**src/rtl/serdma_pkg.sv**
```systemverilog
package serdma_pkg;

  // configuration offsets
  localparam logic [1:0] OFS_CTRL  = 2'd0;
  localparam logic [1:0] OFS_MADDR = 2'd1;
  localparam logic [1:0] OFS_COUNT = 2'd2;
  localparam logic [1:0] OFS_FCLR  = 2'd3;

  // control word, bit0 = activate
  typedef struct packed {
    logic [1:0] prio;
    logic       tc_ie;
    logic       ht_ie;
    logic       dir_tx;
    logic       act;
  } ctrl_t;

  localparam int unsigned CTRL_W = $bits(ctrl_t);

  typedef enum logic [2:0] {
    ST_IDLE,
    ST_MRD,   // transmit: fetch byte from memory
    ST_DRW,   // transmit: write data register
    ST_DRR,   // receive: read data register
    ST_MWR    // receive: store byte to memory
  } xfer_state_e;

  // remaining count at which the half-way flag sets
  function automatic int unsigned half_point(input int unsigned total);
    return total / 2;
  endfunction

  function automatic logic irq_of(input ctrl_t c, input logic tcf, input logic htf);
    return (tcf & c.tc_ie) | (htf & c.ht_ie);
  endfunction

endpackage

```
**src/rtl/serdma_cfg.sv**
```systemverilog
module serdma_cfg
  import serdma_pkg::*;
#(
  parameter int unsigned AW = 16,
  parameter int unsigned CW = 16,
  parameter int unsigned DW = 16
) (
  input  logic          clk,
  input  logic          rst_n,
  input  logic          wr_en,
  input  logic [1:0]    wr_addr,
  input  logic [DW-1:0] wr_data,
  input  logic          ev_half,
  input  logic          ev_last,
  output ctrl_t         ctrl,
  output logic          ld_addr,
  output logic [AW-1:0] ld_addr_val,
  output logic          ld_cnt,
  output logic [CW-1:0] ld_cnt_val,
  output logic          tc_flag,
  output logic          ht_flag,
  output logic          irq
);

  ctrl_t ctrl_q;
  logic  tc_q, ht_q;
  logic  wr_ctrl, wr_fclr, clr_tc, clr_ht;

  assign wr_ctrl     = wr_en && (wr_addr == OFS_CTRL);
  assign wr_fclr     = wr_en && (wr_addr == OFS_FCLR);
  assign clr_tc      = wr_fclr && wr_data[0];
  assign clr_ht      = wr_fclr && wr_data[1];
  assign ld_addr     = wr_en && (wr_addr == OFS_MADDR) && !ctrl_q.act;
  assign ld_cnt      = wr_en && (wr_addr == OFS_COUNT) && !ctrl_q.act;
  assign ld_addr_val = wr_data[AW-1:0];
  assign ld_cnt_val  = wr_data[CW-1:0];

  always_ff @(posedge clk or negedge rst_n) begin
    if (!rst_n) begin
      ctrl_q <= '0;
      tc_q   <= 1'b0;
      ht_q   <= 1'b0;
    end else begin
      if (wr_ctrl) ctrl_q <= ctrl_t'(wr_data[CTRL_W-1:0]);
      tc_q <= ev_last | (tc_q & ~clr_tc);
      ht_q <= ev_half | (ht_q & ~clr_ht);
    end
  end

  assign ctrl    = ctrl_q;
  assign tc_flag = tc_q;
  assign ht_flag = ht_q;
  assign irq     = irq_of(ctrl_q, tc_q, ht_q);

  assert_tc_set_R7: assert property (@(posedge clk) disable iff (!rst_n)
    ev_last |=> tc_flag);
  assert_tc_source_R7: assert property (@(posedge clk) disable iff (!rst_n)
    $rose(tc_flag) |-> $past(ev_last));
  assert_ht_set_R6: assert property (@(posedge clk) disable iff (!rst_n)
    ev_half |=> ht_flag);
  assert_tc_clear_R9: assert property (@(posedge clk) disable iff (!rst_n)
    (clr_tc && !ev_last) |=> !tc_flag);
  assert_ht_clear_R9: assert property (@(posedge clk) disable iff (!rst_n)
    (clr_ht && !ev_half) |=> !ht_flag);

endmodule

```
**src/rtl/serdma_xfer.sv**
```systemverilog
module serdma_xfer
  import serdma_pkg::*;
#(
  parameter int unsigned AW = 16,
  parameter int unsigned CW = 16
) (
  input  logic          clk,
  input  logic          rst_n,
  input  logic          act,
  input  logic          dir_tx,
  input  logic          ld_addr,
  input  logic [AW-1:0] ld_addr_val,
  input  logic          ld_cnt,
  input  logic [CW-1:0] ld_cnt_val,
  input  logic          tx_empty,
  input  logic          rx_full,
  input  logic          tx_dma_en,
  input  logic          rx_dma_en,
  output logic          mem_req,
  output logic          mem_we,
  output logic [AW-1:0] mem_addr,
  output logic [7:0]    mem_wdata,
  input  logic [7:0]    mem_rdata,
  input  logic          mem_ack,
  output logic          dr_wr,
  output logic [7:0]    dr_wdata,
  output logic          dr_rd,
  input  logic [7:0]    dr_rdata,
  output logic          ev_half,
  output logic          ev_last
);

  xfer_state_e   st_q, st_d;
  logic [AW-1:0] addr_q;
  logic [CW-1:0] cnt_q, total_q, cnt_next, half_cnt;
  logic [7:0]    byte_q;
  logic          armed_q;

  // named internal events
  logic flag_raw, flag_req, start, ev_done;

  assign flag_raw = dir_tx ? tx_empty : rx_full;
  assign flag_req = flag_raw & (dir_tx ? tx_dma_en : rx_dma_en);
  assign start    = (st_q == ST_IDLE) && act && armed_q && (cnt_q != '0) && flag_req;
  assign cnt_next = cnt_q - CW'(1);
  assign half_cnt = CW'(half_point(32'(total_q)));

  always_comb begin
    st_d    = st_q;
    mem_req = 1'b0;
    mem_we  = 1'b0;
    dr_wr   = 1'b0;
    dr_rd   = 1'b0;
    ev_done = 1'b0;
    case (st_q)
      ST_IDLE: if (start) st_d = dir_tx ? ST_MRD : ST_DRR;
      ST_MRD: begin
        mem_req = 1'b1;
        if (mem_ack) st_d = ST_DRW;
      end
      ST_DRW: begin
        dr_wr   = 1'b1;
        ev_done = 1'b1;
        st_d    = ST_IDLE;
      end
      ST_DRR: begin
        dr_rd = 1'b1;
        st_d  = ST_MWR;
      end
      ST_MWR: begin
        mem_req = 1'b1;
        mem_we  = 1'b1;
        if (mem_ack) begin
          ev_done = 1'b1;
          st_d    = ST_IDLE;
        end
      end
      default: st_d = ST_IDLE;
    endcase
  end

  assign ev_last   = ev_done && (cnt_next == '0);
  assign ev_half   = ev_done && (cnt_next == half_cnt);
  assign mem_addr  = addr_q;
  assign mem_wdata = byte_q;
  assign dr_wdata  = byte_q;

  always_ff @(posedge clk or negedge rst_n) begin
    if (!rst_n) begin
      st_q    <= ST_IDLE;
      addr_q  <= '0;
      cnt_q   <= '0;
      total_q <= '0;
      byte_q  <= '0;
      armed_q <= 1'b1;
    end else begin
      st_q <= st_d;
      if (st_q == ST_MRD && mem_ack) byte_q <= mem_rdata;
      if (st_q == ST_DRR)            byte_q <= dr_rdata;
      if (ev_done) begin
        addr_q  <= addr_q + AW'(1);
        cnt_q   <= cnt_next;
        armed_q <= 1'b0;
      end else begin
        if (ld_addr) addr_q <= ld_addr_val;
        if (ld_cnt) begin
          cnt_q   <= ld_cnt_val;
          total_q <= ld_cnt_val;
        end
        if (st_q == ST_IDLE && !flag_raw) armed_q <= 1'b1;
      end
    end
  end

  assert_mem_hold_R11: assert property (@(posedge clk) disable iff (!rst_n)
    (mem_req && !mem_ack) |=> (mem_req && $stable(mem_addr) && $stable(mem_we) && $stable(mem_wdata)));
  assert_addr_step_R1: assert property (@(posedge clk) disable iff (!rst_n)
    (ev_done && !ld_addr) |=> (mem_addr == $past(mem_addr) + AW'(1)));
  assert_cnt_step_R4: assert property (@(posedge clk) disable iff (!rst_n)
    ev_done |=> (cnt_q == $past(cnt_q) - CW'(1)));
  assert_no_strobe_empty_R4: assert property (@(posedge clk) disable iff (!rst_n)
    (dr_wr || dr_rd) |-> (cnt_q != '0));
  assert_one_per_request_R5: assert property (@(posedge clk) disable iff (!rst_n)
    ev_done |=> !start);
  assert_idle_when_off_R10: assert property (@(posedge clk) disable iff (!rst_n)
    (st_q == ST_IDLE && !act) |=> (st_q == ST_IDLE));

endmodule

```
**src/rtl/serdma_channel.sv**
```systemverilog
module serdma_channel
  import serdma_pkg::*;
#(
  parameter int unsigned ADDR_W = 16,
  parameter int unsigned CNT_W  = 16,
  localparam int unsigned CFG_W = (ADDR_W > CNT_W) ? ADDR_W : CNT_W
) (
  input  logic              clk,
  input  logic              rst_n,
  input  logic              cfg_we,
  input  logic [1:0]        cfg_addr,
  input  logic [CFG_W-1:0]  cfg_wdata,
  output logic [1:0]        chan_prio,
  output logic              mem_req,
  output logic              mem_we,
  output logic [ADDR_W-1:0] mem_addr,
  output logic [7:0]        mem_wdata,
  input  logic [7:0]        mem_rdata,
  input  logic              mem_ack,
  input  logic              ser_tx_empty,
  input  logic              ser_rx_full,
  input  logic              ser_tx_dma_en,
  input  logic              ser_rx_dma_en,
  output logic              dr_wr,
  output logic [7:0]        dr_wdata,
  output logic              dr_rd,
  input  logic [7:0]        dr_rdata,
  output logic              tc_flag,
  output logic              ht_flag,
  output logic              irq
);

  ctrl_t             ctrl;
  logic              ld_addr, ld_cnt, ev_half, ev_last;
  logic [ADDR_W-1:0] ld_addr_val;
  logic [CNT_W-1:0]  ld_cnt_val;

  serdma_cfg #(.AW(ADDR_W), .CW(CNT_W), .DW(CFG_W)) cfg_i (
    .clk(clk), .rst_n(rst_n),
    .wr_en(cfg_we), .wr_addr(cfg_addr), .wr_data(cfg_wdata),
    .ev_half(ev_half), .ev_last(ev_last),
    .ctrl(ctrl),
    .ld_addr(ld_addr), .ld_addr_val(ld_addr_val),
    .ld_cnt(ld_cnt), .ld_cnt_val(ld_cnt_val),
    .tc_flag(tc_flag), .ht_flag(ht_flag), .irq(irq)
  );

  serdma_xfer #(.AW(ADDR_W), .CW(CNT_W)) xfer_i (
    .clk(clk), .rst_n(rst_n),
    .act(ctrl.act), .dir_tx(ctrl.dir_tx),
    .ld_addr(ld_addr), .ld_addr_val(ld_addr_val),
    .ld_cnt(ld_cnt), .ld_cnt_val(ld_cnt_val),
    .tx_empty(ser_tx_empty), .rx_full(ser_rx_full),
    .tx_dma_en(ser_tx_dma_en), .rx_dma_en(ser_rx_dma_en),
    .mem_req(mem_req), .mem_we(mem_we), .mem_addr(mem_addr),
    .mem_wdata(mem_wdata), .mem_rdata(mem_rdata), .mem_ack(mem_ack),
    .dr_wr(dr_wr), .dr_wdata(dr_wdata), .dr_rd(dr_rd), .dr_rdata(dr_rdata),
    .ev_half(ev_half), .ev_last(ev_last)
  );

  assign chan_prio = ctrl.prio;

  assert_strobe_excl_R1: assert property (@(posedge clk) disable iff (!rst_n)
    !(dr_wr && dr_rd));
  assert_irq_source_R8: assert property (@(posedge clk) disable iff (!rst_n)
    irq |-> (tc_flag || ht_flag));

endmodule

```
**config.mk**
```make
export PLATFORM = sky130hd
export DESIGN_NAME = serdma_channel
export DESIGN_NICKNAME = d
export VERILOG_FILES = /design/src/rtl/serdma_pkg.sv /design/src/rtl/serdma_cfg.sv /design/src/rtl/serdma_xfer.sv /design/src/rtl/serdma_channel.sv
export SDC_FILE = /design/constraint.sdc
export NUM_CORES = 1
export LEC_CHECK = 0
export ABC_AREA = 1
export BUFFER_PORTS_ARGS = -buffer_cell sky130_fd_sc_hd__buf_2
export CAP_MARGIN = 40
export CORE_UTILIZATION = 25
export DETAILED_ROUTE_END_ITERATION = 10
export GPL_TIMING_DRIVEN = 0
export HOLD_SLACK_MARGIN = 0.15
export SLEW_MARGIN = 30
export SYNTH_ARGS = -nofsm -noshare
export SYNTH_HDL_FRONTEND = slang
export SYNTH_SLANG_ARGS = --single-unit
```
**constraint.sdc**
```tcl
create_clock -name clk -period 2 [get_ports clk]
set_input_delay 0.3 -clock clk [delete_from_list [all_inputs] [get_ports clk]]
set_output_delay 0.3 -clock clk [all_outputs]
set_load 0.01 [all_outputs]
```
### Word-level counts from Yosys, hierarchy flattened

Cells that the tools add are included.

| word-level totals | value |
|---|---|
| flip-flop bits (word level) | 68 |
| output and inout bits | 41 |
| logic and storage cells | 87 |

| cells by class | value |
|---|---|
| $add $sub $neg | 2 |
| equality and inequality tests | 11 |
| mux-type cells | 21 |
| bitwise logic cells | 11 |
| reductions and logical operators | 29 |

Operators by type and width:

| kind | number |
|---|---|
| $mux 16 | 4 |
| $add 16x1->16 const B | 1 |
| $eq 16x15->1 | 1 |
| $logic_and 1x1->1 | 16 |
| $logic_not 16->1 | 1 |
| $mux 8 | 2 |
| $reduce_bool 16->1 | 1 |
| $sub 16x1->16 const B | 1 |
| $pmux 3 s4 | 1 |
| $mux 1 | 9 |
| $mux 3 | 3 |
| $reduce_bool 2->1 | 4 |
| $eq 3x2->1 const B | 2 |
| $and 1x1->1 | 5 |
| $eq 2x2->1 const B | 2 |
| $ne 2x2->1 const B | 2 |
| $eq 3x1->1 const B | 1 |
| $eq 3x3->1 const B | 1 |
| $logic_not 3->1 | 1 |
| $not 1->1 | 3 |
| $or 1x1->1 | 3 |
| $reduce_and 3->1 | 1 |
| $eq 2x1->1 const B | 1 |
| $logic_not 1->1 | 2 |
| other kinds (6) | 6 |

### Depth between registers and ports, before layout

| logic depth | value |
|---|---|
| depth after elaboration | 7 |
| depth in mapped cells | 15 |
| gate-level depth less buffers | 15 |

### By module

From an unflattened synthesis, not the netlist that was laid out.

| unflattened totals | value |
|---|---|
| cell total of the unflattened synthesis | 569 |
| area total of the unflattened synthesis | 4,257.8 um2 |

By module, submodules not included:

| module | times used | cells each | area each (um2) |
|---|---|---|---|
| serdma_xfer | 1 | 494 | 3,632.2 |
| serdma_cfg | 1 | 75 | 625.6 |

### Worst setup path after synthesis

Ideal clock, no wire load.

| timing path | value |
|---|---|
| path type | reg2reg |
| start | reg xfer_i.cnt_q[0] |
| end | reg cfg_i.ht_q (netlist: cfg_i.ht_flag) |
| setup time | 0.065 ns |
| arrival time | 1.643 ns |
| data required time | 1.935 ns |
| slack | 0.291 ns |
| cell stages (with the launch flop) | 15 |
| period minus slack after synthesis | 1.709 ns |
| cell sequence | dfrtp_1 > inv_2 > ha_1 > inv_1 > nor2_1 > nand3_2 > nor2_4 > nand2_1 > nand2_1 > nand2_1 > nand2_1 > nand3_1 > nor2_1 > nand2_1 > nand2_1 |

| between the ends | value |
|---|---|
| word-level cells in the longest chain between the ends | 4 |

Ends and longest elaborated chain:

| item | RTL line | RTL |
|---|---|---|
| start, declared | serdma_xfer.sv:35 | `logic [CW-1:0] cnt_q, total_q, cnt_next, half_cnt;` |
| start signal, assigned | serdma_xfer.sv:102 | `cnt_q <= cnt_next;` |
| start signal, assigned | serdma_xfer.sv:107 | `cnt_q <= ld_cnt_val;` |
| $sub 16x1->16 | serdma_xfer.sv:45 | `assign cnt_next = cnt_q - CW'(1);` |
| $eq 16x15->1 | serdma_xfer.sv:83 | `assign ev_half = ev_done && (cnt_next == half_cnt);` |
| $logic_and 1x1->1 | serdma_xfer.sv:83 |  |
| $or 1x1->1 | serdma_cfg.sv:46 | `ht_q <= ev_half \| (ht_q & ~clr_ht);` |
| end signal, assigned | serdma_cfg.sv:46 |  |
| end, declared | serdma_cfg.sv:26 | `logic tc_q, ht_q;` |

Every way passes these cells.
A chain may end at the register's enable or synchronous reset.

### Worst setup path in the final report

Ends and elaborated chain as after synthesis.

==> impl_results.md <==
* Status: finished clean
* Critical Path, Cell by Cell: clkinv_4, ha_2, inv_1, nor2_4, nand3_4, nor2_4, nand2_1, nand2_1, nand2_1, nand2_1, nand3_1, nor2_1, nand2_1, nand2_1
* Max-Cap Viols at 0
* FF-to-FF path depth at 14
* Core area at 0.01526 mm^2
* Distinct cells, synth at 39
* Vias/cell at 4.524
* Worst Setup End Kind: flop
* CTS buffer count at 9
* Post-DP Area at 0.004641 mm^2
* Syn Area/Cell at 7.483 um^2
* Clock skew at 0.008967 ns
* Tightest Pin Transition at 0.6167 ns
* Top Family by Delay on Critical Path: simple AND/OR/NAND/NOR gates
* PD cells at 1559 mW/mm^2
* CP arrival at 2.21 ns
* Total die area at 0.01625 mm^2
* Area growth syn-to-layout at 28.35%
* Fmax at 0.5188 GHz
* Drt total wl at 11,620 um
* Startpoint Class: flop
* RSZ-0062 raised after global routing: yes
* Post-synth EDFFs at 0
* Total GRT Usage at 14.97%
* Synth area leader: dfrtp_1
* Layout Utilization at 33.11%
* Worst slew margin at 58.89%
* CP required at 2.28 ns
* CTS Buffer Depth at 2
* Synth Flop Type: dfrtp_1
* Cell count after synthesis at 526
* PortBufs at 82
* Starting Density at 25.80%
* Placed wire-length estimate at 8817 um
* Setup Crit Path Kind: flop to flop
* FFs w/ async S/R, synth at 100.0%
* Number of synthesized register bits at 67
* H-Tree Depth at 3
* Hold_ws at 0.2009 ns
* Pin count of the biggest net entering global routing at 42
* Die Ht at 127.5 um
* Number of diodes at 0
* GR Overflow Total at 0
* DRC violations left at 0
* Worst-path fanout max at 4
* Final Hold Fails at 0
* Hold Path Cell Cnt at 3
* Initial DRC count at 162
* Routed vias at 3,814
* CP max stage delay at 0.43 ns
* Yosys warns at 0
* Post-synth top cells: nand2_1 (144), dfrtp_1 (66), inv_1 (63)
* Routed len/inst at 13.78 um
* Peak supply drop at 921.6 uV
* Seq/Total Area, Yosys at 42.63%
* Vias in the first global route at 3,686
* Area contributors post-synth: dfrtp_1 (42%), nand2_1 (14%), inv_1 (6.0%)
* Reg clk slew, reported paths at 0.06 ns
* Period utilisation layout at 96.38%
* Gpl congestion at 0.8724
* Chip width at 127.5 um
* Tmin final at 1.928 ns
* Synth Cell Area at 0.003936 mm^2
* Clock Tree Root: clkbuf_16
* Fin. max-slew vios at 0
* Slowest cell on crit path: dfrtp_2
* WP buf/inv at 2
* Most common cell on crit path: nand2_1
* # IOs at 83
* Initial antenna violation count at 0
* Syn_nets at 571
* Cell depth of the worst setup path at 14
* Finished Layout Cells at 843
* First-pass iteration count of the detailed router at 4
* Final nets at 672
* Worst hold path type: input pin to flop
* Design Area, Final at 0.005052 mm^2
* Top cell type's share of synthesized area at 41.96%
* Cell with the most instances after synthesis: nand2_1
* Sink Count at 67
* First-pass GRT wire length at 18,810 um
* Leak pwr at 2.501 nW
* Antenna Nets Post-Route at 0
* Setup violations, final at 0
* Cell count after placement at 820
* CTS tree: yes
* Share of cells above drive strength 1 at 25.32%
* Core Rows at 45
* Clock Latency Late Sink at 0.34 ns
==> layer usage <==
metal  vias up  global-route usage (%)  wire (um)
met5         -                       0          0
met4         0                   6.583        272
met3        21                   3.350        562
met2        96                   24.69       5553
met1      1778                   18.73       5232
li1       1919                       -          -
==> layout by cell type (no fill, tap or decap), drive strengths merged, types with 2 or more instances in the layout <==
cell type  count
a21oi         14
o21ai         44
ha             3
nand3         42
nand2        149
dfrtp         66
a31oi          2
o22ai          8
o221ai         4
xnor2          2
clkbuf        12
nand4          5
a211oi         2
buf          105
nor2          61
o211ai        16
clkinv         3
inv           69
nor3           8
mux2           2
clkinvlp       2
xor2           5
==> metrics by stage <==
stage / power [mW] / setup TNS [ns] / worst slack, ns
floorplan: 4.908 / 0 / 0.2913
global placement: 6.007 / -0.2793 / -0.1352
CTS: 7.784 / 0 / 0.03015
global route: 8.531 / -0.03898 / -0.03898
finish: 7.879 / 0 / 0.07233
detailed placement: 6.053 / -0.2956 / -0.1518
==> area by class of cell <==
class | count | area (um^2)
sequential | 67 | 1679
fill | 1622 | 10210
timing repair buffer | 90 | 495.5
clock buffer | 10 | 239.0
tap | 211 | 264.0
buffer | 18 | 123.9
inverter | 69 | 264.0
clock inverter | 6 | 73.82
multi-input combinational | 372 | 1913
==> worst paths after layout <==
| check | start | slack [ns] | end |
|---|---|---|---|
| min | dr_rdata[6] | 0.20 | xfer_i.dr_wdata[6] |
| max reg2reg | xfer_i.cnt_q[0] | 0.07 | cfg_i.ht_flag |
| min reg2reg | cfg_i.ctrl[3] | 0.49 | cfg_i.ctrl[3] |
| max | xfer_i.cnt_q[0] | 0.07 | cfg_i.ht_flag |
| max in group asynchronous | rst_n | 1.04 | xfer_i.total_q[14] |
| min in group asynchronous | rst_n | 0.43 | cfg_i.ctrl[0] |
==> cells by family after synthesis <==
kind of cell    after synthesis  share of synthesized area [%]
mux                           2                         0.5721
flops                        67                          42.63
simple gates                266                          30.32
buf+inv                      87                          9.727
xor+xnor                      7                          1.558
compound gates               94                          14.24
fa+ha+maj                     3                         0.9537
==> power breakdown <==
| group | switching, mW | leakage, nW | internal (mW) | total [mW] |
|---|---|---|---|---|
| combinational | 2.31 | 1.53 | 1.44 | 3.75 |
| clock | 0.645 | 0.147 | 1.01 | 1.66 |
| sequential | 0.530 | 0.820 | 1.95 | 2.48 |
==> worst min-delay path: stages <==
cell and delay [ns]:
buf_2 0.09, nand2_1 0.05, a21oi_1 0.05
==> sequential cells by signal, summed over array words and instances, names as in the netlist <==
signal / count
xfer_i.cnt_q: 16
cfg_i.ht_flag: 1
xfer_i.st_q: 3
xfer_i.total_q: 15
cfg_i.tc_flag: 1
cfg_i.ctrl: 6
xfer_i.dr_wdata: 8
xfer_i.armed_q: 1
xfer_i.mem_addr: 16
==> timing repair <==
action / in CTS / in global routing
resized for setup: 3 / 11
hold buffers: 1 / 0
endpoints found under the setup margin: 3 / 4
pin swaps: 0 / 6
endpoints found under the hold margin: 25 / 0
setup buffers: 1 / 5
No activity file was read; power rests on OpenSTA's default activity.
